`src/rtl/uart_cmd_decoder.sv`:
```
module uart_cmd_decoder #(
  parameter int DATA_W    = 8,
  parameter int ADDR_W    = 2,
  parameter int MODE_ADDR = 0,
  parameter int CMD_ADDR  = 1
) (
  input  logic              clk,
  input  logic              rst_n,
  input  logic              wr_en,
  input  logic              rd_en,
  input  logic [ADDR_W-1:0] addr,
  input  logic [DATA_W-1:0] wdata,
  output logic [DATA_W-1:0] rdata,
  output logic [DATA_W-1:0] mode1_q,
  output logic [DATA_W-1:0] mode2_q,
  output logic              mode_ptr,
  output logic              rx_en,
  output logic              tx_en,
  output logic              rts_n,
  output logic              rx_flush,
  output logic              tx_flush,
  output logic              err_clr,
  output logic              brk_chg_clr,
  output logic              brk_start,
  output logic              brk_stop
);
  localparam logic [3:0] OP_PTR = 4'h1, OP_RXR = 4'h2, OP_TXR = 4'h3,
                         OP_ERR = 4'h4, OP_BCH = 4'h5, OP_BON = 4'h6,
                         OP_BOFF = 4'h7, OP_RLO = 4'h8, OP_RHI = 4'h9;

  logic       cmd_wr, mode_hit, mode_acc, rx_nx, tx_nx;
  logic [3:0] op;

  assign cmd_wr   = wr_en && (addr == ADDR_W'(CMD_ADDR));
  assign mode_hit = (addr == ADDR_W'(MODE_ADDR));
  assign mode_acc = (wr_en || rd_en) && mode_hit;
  assign op       = wdata[7:4];
  assign rdata    = mode_hit ? (mode_ptr ? mode2_q : mode1_q) : '0;

  function automatic logic field_next(input logic [1:0] f, input logic cur);
    case (f)
      2'b01:   return 1'b1;
      2'b10:   return 1'b0;
      default: return cur;
    endcase
  endfunction

  always_comb begin
    rx_nx = rx_en;
    tx_nx = tx_en;
    if (cmd_wr) begin
      rx_nx = (op == OP_RXR) ? 1'b0 : field_next(wdata[1:0], rx_en);
      tx_nx = (op == OP_TXR) ? 1'b0 : field_next(wdata[3:2], tx_en);
    end
  end

  always_ff @(posedge clk) begin
    if (!rst_n) begin
      rx_en       <= 1'b0;
      tx_en       <= 1'b0;
      rts_n       <= 1'b1;
      mode_ptr    <= 1'b0;
      mode1_q     <= '0;
      mode2_q     <= '0;
      rx_flush    <= 1'b0;
      tx_flush    <= 1'b0;
      err_clr     <= 1'b0;
      brk_chg_clr <= 1'b0;
      brk_start   <= 1'b0;
      brk_stop    <= 1'b0;
    end else begin
      rx_en       <= rx_nx;
      tx_en       <= tx_nx;
      rx_flush    <= cmd_wr && op == OP_RXR;
      tx_flush    <= cmd_wr && op == OP_TXR;
      err_clr     <= cmd_wr && op == OP_ERR;
      brk_chg_clr <= cmd_wr && op == OP_BCH;
      brk_start   <= cmd_wr && op == OP_BON && tx_nx;
      brk_stop    <= cmd_wr && op == OP_BOFF;
      if (cmd_wr && op == OP_RLO) rts_n <= 1'b0;
      if (cmd_wr && op == OP_RHI) rts_n <= 1'b1;
      if (cmd_wr && op == OP_PTR) mode_ptr <= 1'b0;
      else if (mode_acc)          mode_ptr <= 1'b1;
      if (wr_en && mode_hit) begin
        if (mode_ptr) mode2_q <= wdata;
        else          mode1_q <= wdata;
      end
    end
  end
endmodule


```
`config.mk`:
```
export PLATFORM = sky130hd
export DESIGN_NAME = uart_cmd_decoder
export DESIGN_NICKNAME = d
export VERILOG_FILES = /design/src/rtl/uart_cmd_decoder.sv
export SDC_FILE = /design/constraint.sdc
export NUM_CORES = 1
export LEC_CHECK = 0
export BUFFER_PORTS_ARGS = -buffer_cell sky130_fd_sc_hd__buf_2
export CAP_MARGIN = 20
export CORE_ASPECT_RATIO = 0.8
export CORE_UTILIZATION = 46
export DETAILED_ROUTE_END_ITERATION = 8
export PLACE_DENSITY = 0.82
export SYNTH_ARGS = -nofsm -noshare
export SYNTH_HDL_FRONTEND = slang
export SYNTH_SLANG_ARGS = --single-unit
```
`constraint.sdc`:
```
create_clock -name clk -period 1.6 [get_ports clk]
set_clock_uncertainty 0.2 [all_clocks]
set_input_delay 0.08 -clock clk [delete_from_list [all_inputs] [get_ports clk]]
set_output_delay 0.08 -clock clk [all_outputs]
set_load 0.005 [all_outputs]
```
Yosys cells after proc, flatten, opt, wreduce, memory -nomap -nowiden
Index checks and enable logic that the tools add are counted.

storage, ports and cells
  register bits = 26
  input port bits = 14
  output and inout bits = 34

operators by class
  eq/ne operators = 14
  muxes and demuxes = 7
  bitwise logic cells = 2
  reductions and logical operators = 21

operator list
  cell                                           count
  == test 4 x 3 -> 1 bit, second input constant  4
  2-to-1 mux 8 bit                               2
  logical AND 1 bit                              13
  == test 4 x 2 -> 1 bit, second input constant  2
  == test 4 bit, second input constant           2
  == test 2 x 1 -> 1 bit, second input constant  3
  AND reduction 2 bit                            3
  == test 2 bit, second input constant           2
  == test 4 x 1 -> 1 bit, second input constant  1
  case mux 1 bit (2 select lines)                2
  OR reduction 2 bit                             2
  2-to-1 mux 1 bit                               3
  nonzero test 3 bit                             1
  zero test 2 bit                                1
  inverter 1 bit                                 2
  logical OR 1 bit                               1

Logic depth before layout (Yosys ltp)
  word-level depth = 5
  gate-level depth with buffers = 6

Worst setup path before layout
Ideal clock, no wire load.

  kind = register to register
  start = register mode_ptr
  end = register mode1_q[3]
  setup time = 115 ps
  arrival time = 1224 ps
  required time = 1285 ps
  setup slack = 61 ps
  stages on the path, launching flop included = 6
  cells stage by stage = dfxtp_1 -> or4b_1 -> buf_2 -> buf_6 -> nand3_2 -> o21ai_2

on the way
  word-level cells in the longest chain between the ends = 2

RTL lines
  item                           line  text
  start: declaration             16    output logic mode_ptr,
  start signal: assignment       62    mode_ptr <= 1'b0;
  start signal: assignment       82    if (cmd_wr && op == OP_PTR) mode_ptr <= 1'b0;
  start signal: assignment       83    else if (mode_acc) mode_ptr <= 1'b1;
  inverter 1 bit (no line)       -
  AND reduction 2 bit (no line)  -
  end signal: assignment         86    else mode1_q <= wdata;
  end: declaration               14    output logic [DATA_W-1:0] mode1_q,

Every way passes these cells.
A chain may end at the register's enable or synchronous reset.

Worst setup path after layout
  start = input port rd_en
  end = register mode_ptr

on the way
  word-level cells in the longest chain between the ends = 2

RTL lines
  item                line  text
  start: declaration  10    input logic rd_en,
  logical OR 1 bit    36    assign mode_acc = (wr_en || rd_en) && mode_hit;
  logical AND 1 bit   36

Every way passes these cells.

==> flow_summary.toml <==
[timing]
min_period_ns = 1.60
max_slew.worst_pin.slew_ns = 0.398
final-hold-violation-count = 0
final-max-slew-violation-count = 0
setup_slack_ns = -0.000480
max_slew_margin_pct = 73.4
max_freq_mhz = 625
timing.final.crit_share_pct = 100
finalSetupViolations = 1
tns_ns = -0.000480

[worst_setup_path]
timing.critical_path.fanout_max = 1
timing.critical_path.arrival_ns = 1.68
timing_worst_setup_path_type = "in2reg"
cp_common_cell = "sky130_fd_sc_hd__dlygate4sd3_1"
startpoint_type = "input port"
timing.critical_path.cells = "dlygate4sd3_1 > buf_2 > nor2_1 > dlygate4sd3_1 > o21bai_1 > o311a_1"
crit_family = "buffers and inverters"
worst-path-buf-inv = 3
cp.required_ns = 1.68
critical_path_cell_with_the_highest_stage_delay = "sky130_fd_sc_hd__dlygate4sd3_1"
timing.critical_path.to_type = "flop"
cpPeakStageDelay_ns = 0.56

[global_routing]
grt_antenna_before_repair = 0
vias_in_the_first_global_route = 1026
grt_max_degree = 22
all_layer_gr_usage_pct = 24.3
gr-max-usage-layer = "met2"
global_route.overflow_total = 0
gr-usage-met1_pct = 30.1
groute.layer.met3.usage_pct = 6.61
first_pass_grt_wire_length_um = 4840
grtUsageMet2_pct = 41.4

[yosys]
post_synth.cell_area_avg_um2 = 8.89
synth_area_um2 = 1160
register_bit_total_from_synthesis = 26
predominant_post_synthesis_flop_cell = "sky130_fd_sc_hd__dfxtp_1"
post_synth_inst_count = 131
synth_enable_flop_cells = 0
synth_async_sr_flop_share_pct = 0
post_synth_num_cell_types = 28
synthesis.nets = 147
synth_sequential_area_ratio_pct = 44.7
yosys_warn_count = 0

[clocking]
cts_root_buf = "sky130_fd_sc_hd__clkbuf_4"
cts_tree = "built"
total_number_of_h_tree_levels = 1
clkLatencyLatePin_ns = 0.33
worst_setup_hold_path_clk_slew_ns = 0.14
clock_path_buffers = 2
cts_buffers = 3
cts_num_sinks = 26

[route]
drt_first_iter_violations = 42
detail_route.drc_violations = 0
via_count = 1212
final_antenna_net_count = 0
routedWlPerCell_um = 14.0
routed_wirelength_um = 3200
dr.pass1.iters = 4
viasPerCell = 5.29

[worst_hold_path]
min_path_type = "in2reg"

[floorplan]
placeableCoreArea_um2 = 2270
dieWidth_um = 58.3
die-area_um2 = 2740
dieHeight_um = 47.0
rows = 15
top_level_port_count = 48
start_util_pct = 51.3

[flow_run]
timing.max_cap.violations = 0

[power_and_ir_drop]
fin_total_pwr_uw = 1190
power.density_nw_per_um2 = 719
total_leakage_power_uw = 0.000748
peakVddDrop_v = 0.000539

[cells_and_area]
layout.cell_area.non_filler_um2 = 1660
layout_top_registers = "mode1_q (8), mode2_q (8)"
areaGrowthSynthToFinish_pct = 42.1
post_route_cells_drive_above_1_share_pct = 35.9
num-nets-final = 212
diodes = 0

[status]
status = "finished with violations"
violations = "negative setup slack"

[placement]
dp_hpwl_um = 2040
globalplace.congestion = 0.847
dp_worst_setup_slack_ns = 0.0772
port-buffer-count = 47
dpl-instance-area_um2 = 1430
## cells by family after synthesis
kind of cell               share of synthesized area [%]
and+or+nand+nor                                     28.5
DFF                                                 44.7
AOI/OAI and AO/OA                                   12.6
buffers and inverters                               5.26
muxes                                               6.87
adders and majority gates                           2.15
## worst register-to-register path, stage by stage, from the launching register on
cell and delay, ns:
sky130_fd_sc_hd__dfxtp_2 0.36, sky130_fd_sc_hd__or4b_1 0.54, sky130_fd_sc_hd__buf_6 0.19, sky130_fd_sc_hd__nand3_1 0.11, sky130_fd_sc_hd__o21ai_2 0.06
## worst paths after layout
kind	startpoint	to	slack, ns	cells past startpoint
worst max-delay path	rd_en	mode_ptr	-0.0005	6
worst min register to register	mode2_q[1]	mode2_q[1]	0.29	2
worst max register to register	mode_ptr	mode1_q[0]	0.05	4
worst min-delay path	addr[0]	rts_n	0.03	4
## layer usage
layer  vias to the layer above  wire [um]
li1                        596          -
met1                       564       1440
met2                        44       1510
met3                         8        181
met4                         0         72
met5                         -          0
## area by class of cell
| type | instances | area, um^2 |
|---|---|---|
| tap | 34 | 42.5 |
| fill | 169 | 616 |
| clock buffer | 4 | 36.3 |
| inverter | 3 | 11.3 |
| timing repair buffer | 70 | 458 |
| multi-input combinational | 92 | 586 |
| sequential | 26 | 522 |
## repair_timing
action | 4_1_cts | 5_1_grt
setup buffers | 0 | 1
resized for setup | 0 | 7
endpoints found under the hold margin | 25 | 0
hold buffers | 16 | 0
endpoints found under the setup margin | 0 | 10
## cells in the final DEF, fill, tap and decap left out, types with 2 or more instances in the layout
cell / count
sky130_fd_sc_hd__nand4bb_1: 2
sky130_fd_sc_hd__buf_6: 2
sky130_fd_sc_hd__ha_1: 2
sky130_fd_sc_hd__dfxtp_1: 25
sky130_fd_sc_hd__buf_4: 5
sky130_fd_sc_hd__buf_2: 47
sky130_fd_sc_hd__clkbuf_4: 3
sky130_fd_sc_hd__nand4_1: 4
sky130_fd_sc_hd__nand3_1: 19
sky130_fd_sc_hd__or4b_1: 2
sky130_fd_sc_hd__nor2_1: 14
sky130_fd_sc_hd__dlygate4sd3_1: 15
sky130_fd_sc_hd__nand2_1: 8
sky130_fd_sc_hd__nand3b_1: 2
sky130_fd_sc_hd__o21ai_2: 8
sky130_fd_sc_hd__inv_1: 3
sky130_fd_sc_hd__mux2i_1: 8
sky130_fd_sc_hd__o21ai_1: 9
sky130_fd_sc_hd__nand3_2: 2
## cells in the mapped netlist, types with 3 or more instances
| cell | number | share of area (%) |
|---|---|---|
| sky130_fd_sc_hd__buf_2 | 4 | 1.7 |
| sky130_fd_sc_hd__clkbuf_1 | 5 | 1.6 |
| sky130_fd_sc_hd__dfxtp_1 | 26 | 45 |
| sky130_fd_sc_hd__inv_1 | 3 | 0.97 |
| sky130_fd_sc_hd__mux2i_1 | 8 | 6.9 |
| sky130_fd_sc_hd__nand2_1 | 9 | 2.9 |
| sky130_fd_sc_hd__nand3_1 | 19 | 8.2 |
| sky130_fd_sc_hd__nand4_1 | 4 | 2.1 |
| sky130_fd_sc_hd__nor2_1 | 14 | 4.5 |
| sky130_fd_sc_hd__o21ai_1 | 9 | 3.9 |
| sky130_fd_sc_hd__o21ai_2 | 8 | 6.0 |
## metrics by stage
| step | util (%) | std cells | hold slack [ns] |
|---|---|---|---|
| after floorplan | - | 131 | -0.0415 |
| after detailed placement | 63.0 | 207 | 0.146 |
| after CTS | 71.6 | 227 | 0.0223 |
| after global routing | 72.9 | 229 | 0.0434 |
| after global placement | 63.0 | 207 | 0.143 |
| final | 72.9 | 229 | 0.0301 |
## power by group
part | internal [uW] | switching (uW) | total [uW] | leakage [uW]
Combinational | 86.7 | 96.5 | 183 | 0.000516
Sequential | 662 | 10.4 | 672 | 0.000211
Clock | 139 | 196 | 336 | 0.0000210
(Power assumes the default switching activity.)
